<file path="src/rtl/spi_brkflag_ctrl.sv">
`timescale 1ns/1ps
module spi_brkflag_ctrl #(
  parameter int DW = 8
) (
  input  logic          clk,
  input  logic          rst_n,
  input  logic [1:0]    reg_addr,
  input  logic          reg_wr,
  input  logic          reg_rd,
  input  logic [DW-1:0] reg_wdata,
  output logic [DW-1:0] reg_rdata,
  output logic          irq,
  input  logic          mode_wait,
  input  logic          mode_stop,
  input  logic          dbg_break,
  input  logic          dbg_clr_en,
  output logic          sclk_o,
  input  logic          sclk_i,
  output logic          ss_o_n,
  input  logic          ss_i_n,
  output logic          sdo,
  input  logic          sdi
);
  localparam int CW = $clog2(2*DW);
  localparam int PW = 3;
  localparam logic [CW-1:0] LAST = CW'(2*DW-1);

  logic [7:0]    ctrl;
  logic          txe, rxf, ovr, rx_arm, ovr_arm, act, cap, obit, sck_d;
  logic [DW-1:0] txbuf, shreg, rxbuf, shnx;
  logic [CW-1:0] edg;
  logic [PW-1:0] presc;
  logic [1:0]    sck_sy, ss_sy;

  logic en, mstr, cpol, cpha, rie, eie;
  logic [1:0] rate;
  assign en   = ctrl[0];
  assign mstr = ctrl[1];
  assign cpol = ctrl[2];
  assign cpha = ctrl[3];
  assign rate = ctrl[5:4];
  assign rie  = ctrl[6];
  assign eie  = ctrl[7];

  logic acc, prot, wr_ctl, wr_dat, rd_st, rd_dat;
  assign acc    = ~mode_wait & ~mode_stop;
  assign prot   = dbg_break & ~dbg_clr_en;
  assign wr_ctl = acc & reg_wr & (reg_addr == 2'd0);
  assign wr_dat = acc & reg_wr & (reg_addr == 2'd2);
  assign rd_st  = acc & reg_rd & (reg_addr == 2'd1);
  assign rd_dat = acc & reg_rd & (reg_addr == 2'd2);

  logic sck_s, ss_s, tick, ev, lead, done, load, sin, busy;
  logic rx_clr, ovr_clr, ovr_set;
  assign sck_s = sck_sy[1];
  assign ss_s  = ss_sy[1];
  assign tick  = presc == PW'((4'd1 << rate) - 4'd1);
  assign ev    = en & ~mode_stop & (mstr ? (act & tick) : (~ss_s & (sck_s ^ sck_d)));
  assign lead  = mstr ? ~edg[0] : (sck_s ^ cpol);
  assign done  = ev & (edg == LAST);
  assign sin   = cpha ? sdi : cap;
  assign shnx  = {shreg[DW-2:0], sin};
  assign load  = en & ~txe & (mstr ? ~act : ss_s);
  assign busy  = mstr ? act : (en & ~ss_s);

  assign rx_clr  = rd_dat & rx_arm & ~prot;
  assign ovr_clr = rd_dat & ovr_arm & ~prot;
  assign ovr_set = done & rxf & ~rx_clr;

  // serial engine
  always_ff @(posedge clk or negedge rst_n) begin
    if (!rst_n) begin
      sck_sy <= '0;
      ss_sy  <= '1;
      sck_d  <= 1'b0;
      act    <= 1'b0;
      edg    <= '0;
      presc  <= '0;
      shreg  <= '0;
      cap    <= 1'b0;
      obit   <= 1'b0;
    end else if (!mode_stop) begin
      sck_sy <= {sck_sy[0], sclk_i};
      ss_sy  <= {ss_sy[0], ss_i_n};
      sck_d  <= sck_s;
      if (!en) begin
        act   <= 1'b0;
        edg   <= '0;
        presc <= '0;
      end else if (load) begin
        shreg <= txbuf;
        act   <= mstr;
        edg   <= '0;
        presc <= '0;
      end else if (!mstr && ss_s) begin
        edg <= '0;
      end else begin
        if (mstr) presc <= (act && !tick) ? presc + PW'(1) : '0;
        if (ev) begin
          edg <= done ? '0 : edg + CW'(1);
          if (lead) begin
            if (cpha) obit <= shreg[DW-1];
            else      cap  <= sdi;
          end else begin
            shreg <= shnx;
          end
          if (done) act <= 1'b0;
        end
      end
    end
  end

  // registers and flags
  always_ff @(posedge clk or negedge rst_n) begin
    if (!rst_n) begin
      ctrl    <= '0;
      txbuf   <= '0;
      rxbuf   <= '0;
      txe     <= 1'b1;
      rxf     <= 1'b0;
      ovr     <= 1'b0;
      rx_arm  <= 1'b0;
      ovr_arm <= 1'b0;
    end else if (!mode_stop) begin
      if (wr_ctl) ctrl <= reg_wdata[7:0];

      if (load) txe <= 1'b1;
      else if (wr_dat && txe && !prot) begin
        txe   <= 1'b0;
        txbuf <= reg_wdata;
      end

      if (rd_st && !prot) rx_arm <= rxf;
      else if (rx_clr)    rx_arm <= 1'b0;
      if (rd_st && !prot) ovr_arm <= ovr;
      else if (ovr_clr)   ovr_arm <= 1'b0;

      if (done && (!rxf || rx_clr)) begin
        rxf   <= 1'b1;
        rxbuf <= shnx;
      end else if (rx_clr) begin
        rxf <= 1'b0;
      end

      if (ovr_set)      ovr <= 1'b1;
      else if (ovr_clr) ovr <= 1'b0;
    end
  end

  always_comb begin
    reg_rdata = '0;
    if (acc && reg_rd) begin
      case (reg_addr)
        2'd0:    reg_rdata = DW'(ctrl);
        2'd1:    reg_rdata = DW'({busy, ovr, txe, rxf});
        2'd2:    reg_rdata = rxbuf;
        default: reg_rdata = '0;
      endcase
    end
  end

  assign irq    = (rie & rxf) | (eie & ovr);
  assign sclk_o = cpol ^ (mstr & edg[0]);
  assign ss_o_n = ~(mstr & act);
  assign sdo    = cpha ? obit : shreg[DW-1];

  p_start_r2: assert property (@(posedge clk) disable iff (!rst_n)
    (en && mstr && !act && !txe && !mode_stop) |=> (act && txe));

  p_ssn_fall_r4: assert property (@(posedge clk) disable iff (!rst_n)
    $fell(ss_o_n) |-> $past(!txe));

  p_ovr_keep_r5: assert property (@(posedge clk) disable iff (!rst_n)
    ovr_set |=> (ovr && rxf && $stable(rxbuf)));

  p_prot_rxf_r7: assert property (@(posedge clk) disable iff (!rst_n)
    (prot && rxf) |=> rxf);

  p_prot_txe_r7: assert property (@(posedge clk) disable iff (!rst_n)
    (prot && txe) |=> txe);

  p_wait_noacc_r10: assert property (@(posedge clk) disable iff (!rst_n)
    (mode_wait && reg_wr && reg_addr == 2'd0) |=> $stable(ctrl));

  p_freeze_stop_r11: assert property (@(posedge clk) disable iff (!rst_n)
    mode_stop |=> ($stable(edg) && $stable(shreg) && $stable(sclk_o)));
endmodule

</file>
<file path="config.mk">
export PLATFORM = sky130hd
export DESIGN_NAME = spi_brkflag_ctrl
export DESIGN_NICKNAME = d
export VERILOG_FILES = /design/src/rtl/spi_brkflag_ctrl.sv
export SDC_FILE = /design/constraint.sdc
export NUM_CORES = 1
export LEC_CHECK = 0
export ABC_AREA = 1
export BUFFER_PORTS_ARGS = -buffer_cell sky130_fd_sc_hd__buf_2
export CAP_MARGIN = 15
export CORE_UTILIZATION = 52
export DETAILED_ROUTE_END_ITERATION = 10
export PLACE_DENSITY = 0.73
export SLEW_MARGIN = 15
export SYNTH_ARGS = -nofsm -noshare
export SYNTH_HDL_FRONTEND = slang
export SYNTH_SLANG_ARGS = --single-unit
</file>
<file path="constraint.sdc">
create_clock -name clk -period 1.3 [get_ports clk]
set_input_delay 0.26 -clock clk [delete_from_list [all_inputs] [get_ports clk]]
set_output_delay 0.26 -clock clk [all_outputs]
set_load 0.01 [all_outputs]
</file>
==> impl_metrics.py, run 1 <==
metrics = {
    "hold_path": {
        "hold_class": "primary input to register",
    },
    "synthesis": {
        "synth_warnings": 0,
        "syn_area_per_cell_sq_um": 7.796,
        "synth-async-reset-ratio_pct": 100.0,
        "syn_area_sq_um": 2705,
        "yosysSeqAreaShare_pct": 48.24,
        "ys_types": 32,
        "ys_ff_latch": 52,
        "syn_inst": 347,
        "ys.flop_type": "dfrtp_1",
        "synth_nets": 370,
        "synth_edf_count": 0,
    },
    "status": {
        "status": "finished with violations",
        "violations": "negative setup slack",
    },
    "detailed_routing": {
        "routed_wl_um": 7322,
        "drc": 0,
        "vias": 2625,
        "detail_route.first_pass.iterations": 4,
        "wire_per_inst_um": 14.44,
        "drtIter0Drc": 173,
        "via_per_inst": 5.178,
        "ant_nets": 0,
    },
    "floorplanning": {
        "coreArea_sq_um": 4848,
        "io_pins": 33,
        "die-width_um": 74.13,
        "initial_core_util_pct": 55.79,
        "die_y_um": 74.13,
        "die_area_sq_um": 5495,
        "rows": 25,
    },
    "critical_path": {
        "critical-path-slowest-cell": "dfstp_2",
        "max_stage_delay_ns": 0.55,
        "crit_path_cell_trace": "buf_6, nor3_2, o21ai_1, a31oi_1, buf_2",
        "startpoint_type": "register",
        "end_kind": "primary output",
        "required_ns": 1.04,
        "crit_fanout": 3,
        "criticalPathCategory": "register to primary output",
        "arrival_ns": 1.36,
    },
    "global_route": {
        "antenna_found_initial": 0,
        "grt_pass1_vias": 2435,
        "grt_max_degree": 21,
        "grtUsageTotal_pct": 26.87,
        "grt_pass1_wl_um": 10900,
        "grt-ovfl-total": 0,
    },
    "placement": {
        "gp_congestion": 0.8690,
        "hpwlAfterDp_um": 4964,
        "placed_cell_area_sq_um": 3281,
        "port-buffer-count": 32,
    },
    "clock_network": {
        "cts_root_buf": "clkbuf_8",
        "cts_sinks": 52,
        "cts_buffers": 5,
        "cts_tree": "yes",
        "htreeDepth": 2,
        "cts.path.max_buffers": 2,
        "clk_pin_slew_worst_paths_ns": 0.10,
        "clk_latency_ns": 0.32,
    },
    "sta": {
        "setup_tns_ns": -8.679,
        "rsz0062_at_grt": "yes",
        "max_freq_mhz": 615.7,
        "setup_viol": 45,
        "finalMaxSlewViolations": 0,
        "hold_viol_final": 0,
        "tightest_slew_ns": 0.4276,
        "fin_crit_sh_pct": 124.9,
        "layout_setup_ws_ns": -0.3241,
        "clock_skew_ns": 0.01038,
        "hold_slack_ns": 0.1458,
        "maxSlewHeadroom_pct": 71.49,
        "fin_crit_ns": 1.624,
    },
    "layout": {
        "diodes": 0,
        "synthToLayoutAreaGrowth_pct": 39.69,
        "design_area_sq_um": 3779,
        "final_nets": 462,
        "drive_above_1_share_pct": 40.00,
        "fillCellCount": 317,
    },
    "power": {
        "power_density_nw_per_um2": 1404,
        "p_leak_nw": 2.012,
        "finalPower_mw": 5.307,
        "ir_drop_mv": 0.8834,
    },
    "run": {
        "drv_cap": 0,
    },
}
final timing paths:
kind / start / endpoint / slack, ns / cells past startpoint
max: ss_sy[1]$_DFFE_PN1N_ / reg_rdata[3] / -0.32 / 5
min: sclk_i / sck_sy[0]$_DFFE_PN0N_ / 0.15 / 3
max reg2reg: ctrl[1]$_DFFE_PN0P_ / shreg[0]$_DFFE_PN0P_ / -0.28 / 9
min reg2reg: obit$_DFFE_PN0P_ / obit$_DFFE_PN0P_ / 0.49 / 2
max in group asynchronous: rst_n / ctrl[2]$_DFFE_PN0P_ / 0.43 / 3
min in group asynchronous: rst_n / shreg[6]$_DFFE_PN0P_ / 0.41 / 2
cell families after synthesis:
group	Yosys count	synth area share, %
XOR/XNOR	5	1.619
flip-flops	52	48.24
AO/OA/AOI/OAI	47	9.112
buffers and inverters	47	7.215
adder cells (fa/ha/maj)	2	0.9249
AND/OR/NAND/NOR	193	32.47
multiplexers	1	0.4163
layout make-up:
| cell class | count | area (sq um) | area share (%) |
|---|---|---|---|
| Timing Repair Buffer | 90 | 711.9 | 18.84 |
| Clock inverter | 2 | 15.01 | 0.3974 |
| Clock buffer | 6 | 82.58 | 2.185 |
| Multi-Input combinational cell | 249 | 1420 | 37.58 |
| Tap cell | 67 | 83.83 | 2.219 |
| Sequential cell | 52 | 1309 | 34.64 |
| Inverter | 41 | 156.4 | 4.139 |
critical path, delay by kind of cell, from the launching register on:
family                 cells  cell delay (ns)
AOI/OAI and AO/OA          2             0.21
DFF                        1             0.55
and+or+nand+nor            1             0.03
buffers and inverters      2             0.25
metal layers:
layer | up-vias | share of wire [%] | global-route usage [%]
met4 | 0 | 3.3 | 9.615
met5 | - | 0 | 0
met1 | 1237 | 43 | 35.49
met3 | 26 | 4.1 | 4.336
met2 | 68 | 49 | 44.95
li1 | 1294 | - | -
cell usage in the layout (no fill, tap or decap), drive strengths merged, types with 2 or more instances in the layout:
cell type and instances:
buf 89, o21ai 36, inv 41, clkinvlp 2
ha 2, nand2 135, nor2 23, xnor2 2
clkbuf 6, a31oi 2, a21oi 6, dfstp 3
xor2 3, o22ai 2, dfrtp 49, nand3 30
Yosys cell counts (all sizes together), types with 2 or more instances:
cell type / count / area share (%)
a31oi: 2 / 0.46
buf: 5 / 1.4
o22ai: 2 / 0.46
nand3: 30 / 6.2
xnor2: 2 / 0.65
nand2: 134 / 20
o21ai: 36 / 6.8
dfrtp: 49 / 45
inv: 41 / 5.7
dfstp: 3 / 2.9
a21oi: 6 / 1.1
xor2: 3 / 0.97
nor2: 23 / 4.2
ha: 2 / 0.92
state kept, by name (all words and copies together), names as in the netlist, 2 cells and up:
signal	cells
ctrl	8
edg	4
presc	3
rxbuf	8
sck_sy	2
shreg	8
ss_sy	2
txbuf	8
per-stage QoR:
step | instances | setup WS, ns | utilization (%)
2_1_floorplan | 347 | -0.04624 | -
3_3_place_gp | 484 | -0.1859 | 67.66
4_1_cts | 499 | -0.3428 | 72.41
5_1_grt | 507 | -0.3814 | 77.94
3_5_place_dp | 484 | -0.2430 | 67.66
6_report | 507 | -0.3241 | 77.94
where the power goes:
group          internal (mW)  switching [mW]
Sequential              1.97           0.266
Clock                  0.432           0.567
Combinational          0.959            1.11
Total                   3.36            1.95
timing repair:
action                                  4_1_cts  5_1_grt
cloned                                        0        1
endpoints found under the hold margin         9        0
endpoints found under the setup margin       42       49
gates resized for setup                      27       67
setup buffers                                 6        7
pin swaps                                     7       18
hold buffers                                  1        0
Power figures use the tool's default switching activity.
==> inputs of run 2 (changes only) <==
--- a/config.mk
+++ b/config.mk
@@ -6,12 +6,14 @@
 export NUM_CORES = 1
 export LEC_CHECK = 0
 export ABC_AREA = 1
-export BUFFER_PORTS_ARGS = -buffer_cell sky130_fd_sc_hd__buf_2
 export CAP_MARGIN = 15
-export CORE_UTILIZATION = 52
+export CORE_UTILIZATION = 57
 export DETAILED_ROUTE_END_ITERATION = 10
+export DONT_BUFFER_PORTS = 1
+export GPL_TIMING_DRIVEN = 1
 export PLACE_DENSITY = 0.73
 export SLEW_MARGIN = 15
 export SYNTH_ARGS = -nofsm -noshare
 export SYNTH_HDL_FRONTEND = slang
 export SYNTH_SLANG_ARGS = --single-unit
+export TNS_END_PERCENT = 100
==> run 2 against run 1 <==
  * The run ends with design-rule violations, negative hold slack, negative setup slack left
  * Largest cell class unchanged
  * Clock-buffer cell count unchanged
  * Sequential power barely moved
  * Setup slack lost 0.052 ns
  * Non-clock buffer count down 30
  * Sequential cell count unchanged
  * Critical path depth is the same
  * Clock skew fell by 0.0050 ns
  * Critical endpoint unchanged
  * Combinational power down 6%
  * Sequential share of layout area is 2.2 points higher
  * Critical path type unchanged
  * Final area shrank 6.1%
  * First-iteration DRC count up 14%
==> impl_metrics.py, run 2 (synthesis results as in run 1) <==
metrics = {
    "sta": {
        "finalMaxSlewViolations": 0,
        "setup_tns_ns": -7.492,
        "hold_slack_ns": -0.3641,
        "tightest_slew_ns": 0.3392,
        "fin_crit_sh_pct": 128.9,
        "clock_skew_ns": 0.005410,
        "max_freq_mhz": 596.7,
        "layout_setup_ws_ns": -0.3760,
        "hold_viol_final": 52,
        "maxSlewHeadroom_pct": 77.22,
        "fin_crit_ns": 1.676,
        "setup_viol": 38,
        "rsz0062_at_grt": "yes",
    },
    "power": {
        "power_density_nw_per_um2": 1479,
        "switchingPower_mw": 1.828,
        "finalPower_mw": 5.249,
        "switching_share_pct": 34.82,
        "ir_drop_mv": 1.005,
        "pwr-share-comb_pct": 36.9,
        "power.share.sequential_pct": 42.2,
        "p_int_mw": 3.422,
        "p_leak_nw": 1.895,
        "clkPwrFrac_pct": 20.9,
    },
    "status": {
        "status": "finished with violations",
        "violations": "design-rule violations, negative hold slack, negative setup slack",
    },
    "floorplanning": {
        "initial_core_util_pct": 60.87,
        "coreArea_sq_um": 4444,
        "die-width_um": 70.89,
        "die_area_sq_um": 5025,
        "io_pins": 33,
        "rows": 24,
        "die_y_um": 70.89,
    },
    "layout": {
        "synthToLayoutAreaGrowth_pct": 31.17,
        "layout_commonest_cell": "nand2_1",
        "fin_util_pct": 79.84,
        "final_nets": 432,
        "layout_common_cells": "nand2_1, dfrtp_1, buf_4, inv_1, nand3_1",
        "finalNonFillerCells": 462,
        "drive_above_1_share_pct": 34.88,
        "diodes": 0,
        "fillCellCount": 302,
    },
    "run": {
        "drv_cap": 0,
    },
    "detailed_routing": {
        "drc": 6,
        "via_per_inst": 5.396,
        "routed_wl_um": 6867,
        "drtIter0Drc": 198,
        "vias": 2493,
        "ant_nets": 0,
        "wire_per_inst_um": 14.86,
        "detail_route.first_pass.iterations": 8,
    },
    "global_route": {
        "grt_max_degree": 53,
        "grt_pass1_vias": 2369,
        "antenna_found_initial": 0,
        "grtUsageTotal_pct": 28.01,
        "grt-ovfl-total": 0,
        "grt_pass1_wl_um": 10770,
    },
    "hold_path": {
        "hold_class": "primary input to asynchronous set/reset pin",
    },
    "critical_path": {
        "end_kind": "primary output",
        "crit_fanout": 2,
        "required_ns": 1.04,
        "ff2ff_setup_slack_ns": -0.31,
        "startpoint_type": "register",
        "arrival_ns": 1.42,
        "criticalPathCategory": "register to primary output",
    },
    "clock_network": {
        "clk_pin_slew_worst_paths_ns": 0.09,
        "cts_buffers": 5,
        "cts_root_buf": "clkbuf_8",
        "cts.path.max_buffers": 2,
        "cts_sinks": 52,
        "htreeDepth": 2,
        "clk_latency_ns": 0.30,
        "cts_tree": "yes",
    },
    "placement": {
        "dp_cells": 441,
        "port-buffer-count": 0,
        "hpwlAfterDp_um": 4742,
        "gp_congestion": 0.8673,
    },
}
run 2: changes by cell type in the layout (fill, tap and decap cells not counted), moves of 3 or more:
cell	change
buf_2	-27
nand2_2	-9
nand2_1	+8
buf_12	-5
nor2_2	+5
nor2_1	-4
buf_6	+3
nand2_4	+3
o21ai_1	-3
run 2: path summary, 6_finish.rpt:
kind,startpoint,cells after the start,endpoint
worst max-delay path,ctrl[1]$_DFFE_PN0P_,5,reg_rdata[3]
worst min-delay path,rst_n,0,sck_sy[0]$_DFFE_PN0N_
worst max register to register,ctrl[1]$_DFFE_PN0P_,11,shreg[2]$_DFFE_PN0P_
worst min register to register,obit$_DFFE_PN0P_,2,obit$_DFFE_PN0P_
max in group asynchronous,rst_n,0,txe$_DFFE_PN1P_
min in group clk,mode_stop,1,txe$_DFFE_PN1P_
run 2: power groups by stage:
stage	Sequential (mW)	Clock, mW	Combinational (mW)
2_1_floorplan	2.18	0	0.935
3_3_place_gp	2.21	0	1.41
3_5_place_dp	2.22	0	1.45
4_1_cts	2.19	1.11	1.77
5_1_grt	2.25	1.17	2.12
6_report	2.22	1.10	1.94
run 2: critical path, stage by stage (launching register included):
cell and delay, ns:
dfrtp_1 0.41, buf_6 0.13, nor3_4 0.15, o21ai_1 0.08, a31oi_1 0.18, buf_4 0.16
run 2: layout make-up:
class,instances,area [sq um],share of cell area (%)
Tap cell,52,65.06,1.834
Inverter,41,158.9,4.478
Clock buffer,6,72.57,2.045
Multi-Input combinational cell,249,1418,39.95
Timing Repair Buffer,60,493.0,13.89
Clock inverter,2,35.03,0.9873
Sequential cell,52,1306,36.81
run 2: metal layers:
layer | wire length, um | global-route usage [%] | vias up
met5 | 0 | 0 | -
met4 | 71 | 6.222 | 0
met3 | 397 | 4.986 | 6
met2 | 3434 | 48.18 | 83
met1 | 2964 | 37.39 | 1179
li1 | - | - | 1225
run 2: through the flow:
stage	instance area [sq um]	setup WS (ns)
floorplan	2725	-0.04624
global placement	3107	-0.1763
detailed placement	3107	-0.1867
CTS	3412	-0.4020
global route	3548	-0.4371
finish	3548	-0.3760
run 2: timing repair:
action,CTS,global route
setup endpoints to repair,41,42
gates cloned,2,2
setup buffers,5,5
resized for setup,51,38
pin swaps,11,19
endpoints found under the hold margin,52,52
==> inputs of run 3 (changes only) <==
--- a/config.mk
+++ b/config.mk
@@ -10,9 +10,9 @@
 export CORE_UTILIZATION = 57
 export DETAILED_ROUTE_END_ITERATION = 10
 export DONT_BUFFER_PORTS = 1
-export GPL_TIMING_DRIVEN = 1
+export MAX_ROUTING_LAYER = met4
 export PLACE_DENSITY = 0.73
-export SLEW_MARGIN = 15
+export SLEW_MARGIN = 10
 export SYNTH_ARGS = -nofsm -noshare
 export SYNTH_HDL_FRONTEND = slang
 export SYNTH_SLANG_ARGS = --single-unit
==> run 3 against run 2 <==
  * The flow still finishes with violations (design-rule violations, negative hold slack, negative setup slack)
  * Fmax increased by 0.53%
  * Final area decreased by 0.42%
  * Hold slack improved by 0.0013 ns
  * Clock skew about the same
  * Global-route usage increased by 0.92 points
  * Routed wire length decreased by 1.8%
  * Clock power about the same
  * Largest power group unchanged
  * Highest routed layer unchanged
==> impl_metrics.py, run 3 (synthesis results as in run 1) <==
metrics = {
    "status": {
        "status": "finished with violations",
        "violations": "design-rule violations, negative hold slack, negative setup slack",
    },
    "detailed_routing": {
        "ant_nets": 0,
        "via_per_inst": 5.424,
        "drc": 6,
        "wire_per_inst_um": 14.66,
        "drtIter0Drc": 166,
        "vias": 2495,
        "routed_wl_um": 6745,
        "detail_route.first_pass.iterations": 8,
    },
    "floorplanning": {
        "initial_core_util_pct": 60.87,
        "io_pins": 33,
        "die-width_um": 70.89,
        "coreArea_sq_um": 4444,
        "die_area_sq_um": 5025,
        "die_y_um": 70.89,
        "rows": 24,
    },
    "placement": {
        "dp_cells": 441,
        "hpwlAfterDp_um": 4742,
        "gp_congestion": 0.8815,
        "port-buffer-count": 0,
    },
    "critical_path": {
        "ff2ff_path_depth": 11,
        "crit_path_cell_trace": "buf_6, nor3_4, o21ai_1, a31oi_1, buf_4",
        "end_kind": "primary output",
        "ff2ff_setup_slack_ns": -0.26,
        "startpoint": "ctrl[1]$_DFFE_PN0P_",
        "max_stage_delay_ns": 0.41,
        "criticalPathCategory": "register to primary output",
        "critical-path-slowest-cell": "dfrtp_1",
        "required_ns": 1.04,
        "reg2reg_from": "ctrl[1]$_DFFE_PN0P_",
        "crit_fanout": 2,
        "startpoint_type": "register",
        "r2r-end": "presc[1]$_DFFE_PN0P_",
        "worstSetupEndpoint": "reg_rdata[3]",
        "arrival_ns": 1.41,
    },
    "sta": {
        "max_freq_mhz": 599.9,
        "finalMaxSlewViolations": 0,
        "layout_setup_ws_ns": -0.3671,
        "maxSlewHeadroom_pct": 77.92,
        "fin_crit_ns": 1.667,
        "clock_skew_ns": 0.005464,
        "tightest_slew_ns": 0.3287,
        "fin_crit_sh_pct": 128.2,
        "rsz0062_at_grt": "yes",
        "hold_slack_ns": -0.3628,
        "hold_viol_final": 52,
        "setup_viol": 38,
    },
    "clock_network": {
        "clk_pin_slew_worst_paths_ns": 0.09,
        "cts_sinks": 52,
        "clk_latency_ns": 0.30,
        "cts.path.max_buffers": 2,
        "htreeDepth": 2,
        "cts_buffers": 5,
        "cts_root_buf": "clkbuf_8",
        "cts_tree": "yes",
    },
    "layout": {
        "diodes": 0,
        "layout_common_cells": "nand2_1, dfrtp_1, buf_4, inv_1, nand3_1",
        "seq_area_sq_um": 1306,
        "layout_commonest_cell": "nand2_1",
        "drive_above_1_share_pct": 34.56,
        "synthToLayoutAreaGrowth_pct": 30.62,
        "final_nets": 430,
        "multi_input_area_sq_um": 1418,
        "fillCellCount": 306,
        "fin_util_pct": 79.50,
        "finalNonFillerCells": 460,
    },
    "power": {
        "p_leak_nw": 1.886,
        "ir_drop_mv": 1.009,
        "power_density_nw_per_um2": 1473,
    },
    "global_route": {
        "grt_pass1_wl_um": 10780,
        "grt_max_degree": 53,
        "grt_pass1_vias": 2365,
        "antenna_found_initial": 0,
        "grt-ovfl-total": 0,
        "grtUsageTotal_pct": 28.93,
    },
    "hold_path": {
        "hold_class": "primary input to asynchronous set/reset pin",
    },
    "run": {
        "drv_cap": 0,
    },
}
## run 3: cell types whose count changed in the layout (fill, tap and decap cells not counted), sizes merged
cell	previous run	this run
buf	60	58
## run 3: worst min-delay path by stage
stage | startpoint | end | slack (ns) | cells past startpoint
detailed placement | rst_n | sck_sy[1]$_DFFE_PN0N_ | -0.03 | 0
global placement | rst_n | sck_sy[1]$_DFFE_PN0N_ | -0.03 | 0
finish | rst_n | sck_sy[0]$_DFFE_PN0N_ | -0.36 | 0
CTS | rst_n | txbuf[5]$_DFFE_PN0P_ | -0.37 | 0
floorplan | rst_n | act$_DFFE_PN0P_ | -0.04 | 0
global route | rst_n | presc[2]$_DFFE_PN0P_ | -0.38 | 0
## run 3: where the power goes
group / leakage, nW / switching (mW) / internal, mW
logic: 1.17 / 1.04 / 0.854
clock network: 0.0552 / 0.525 / 0.572
registers: 0.665 / 0.246 / 1.97
total: 1.89 / 1.81 / 3.39
## run 3: what timing repair did
action,4_1_cts,5_1_grt
setup buffers,5,3
resized for setup,51,35
hold endpoints to repair,52,52
endpoints found under the setup margin,41,42
gates cloned,2,2
pin swaps,11,19
## run 3: worst max-delay path, delay by kind of cell, from the launching register on
kind	cells	cell delay [ns]
and+or+nand+nor	1	0.15
DFF	1	0.41
buffers and inverters	2	0.29
AOI/OAI and AO/OA	2	0.25
## run 3: through the flow
| step | power (mW) | TNS, ns | instance area [sq um] | setup WS [ns] |
|---|---|---|---|---|
| final | 5.206 | -7.080 | 3533 | -0.3671 |
| after global routing | 5.512 | -9.995 | 3533 | -0.4150 |
| after CTS | 5.073 | -6.260 | 3412 | -0.4020 |
| after detailed placement | 3.676 | -4.048 | 3107 | -0.1867 |
| after global placement | 3.620 | -3.437 | 3107 | -0.1763 |
| after floorplan | 3.110 | -0.5022 | 2725 | -0.04624 |
## run 3: layout make-up
class / instances / area share, %
multi-input combinational: 249 / 40.12
sequential: 52 / 36.97
timing repair buffer: 58 / 13.53
inverter: 41 / 4.497
clock buffer: 6 / 2.054
tap: 52 / 1.841
clock inverter: 2 / 0.9915
## run 3: metal layers
metal	vias up	routed length (um)	global-route usage [%]	part of all wire, %
met1	1187	2945	37.58	44
met5	-	0	-	0
met4	0	71	6.222	1.1
met3	10	353	4.986	5.2
met2	78	3374	48.08	50
li1	1220	-	-	-
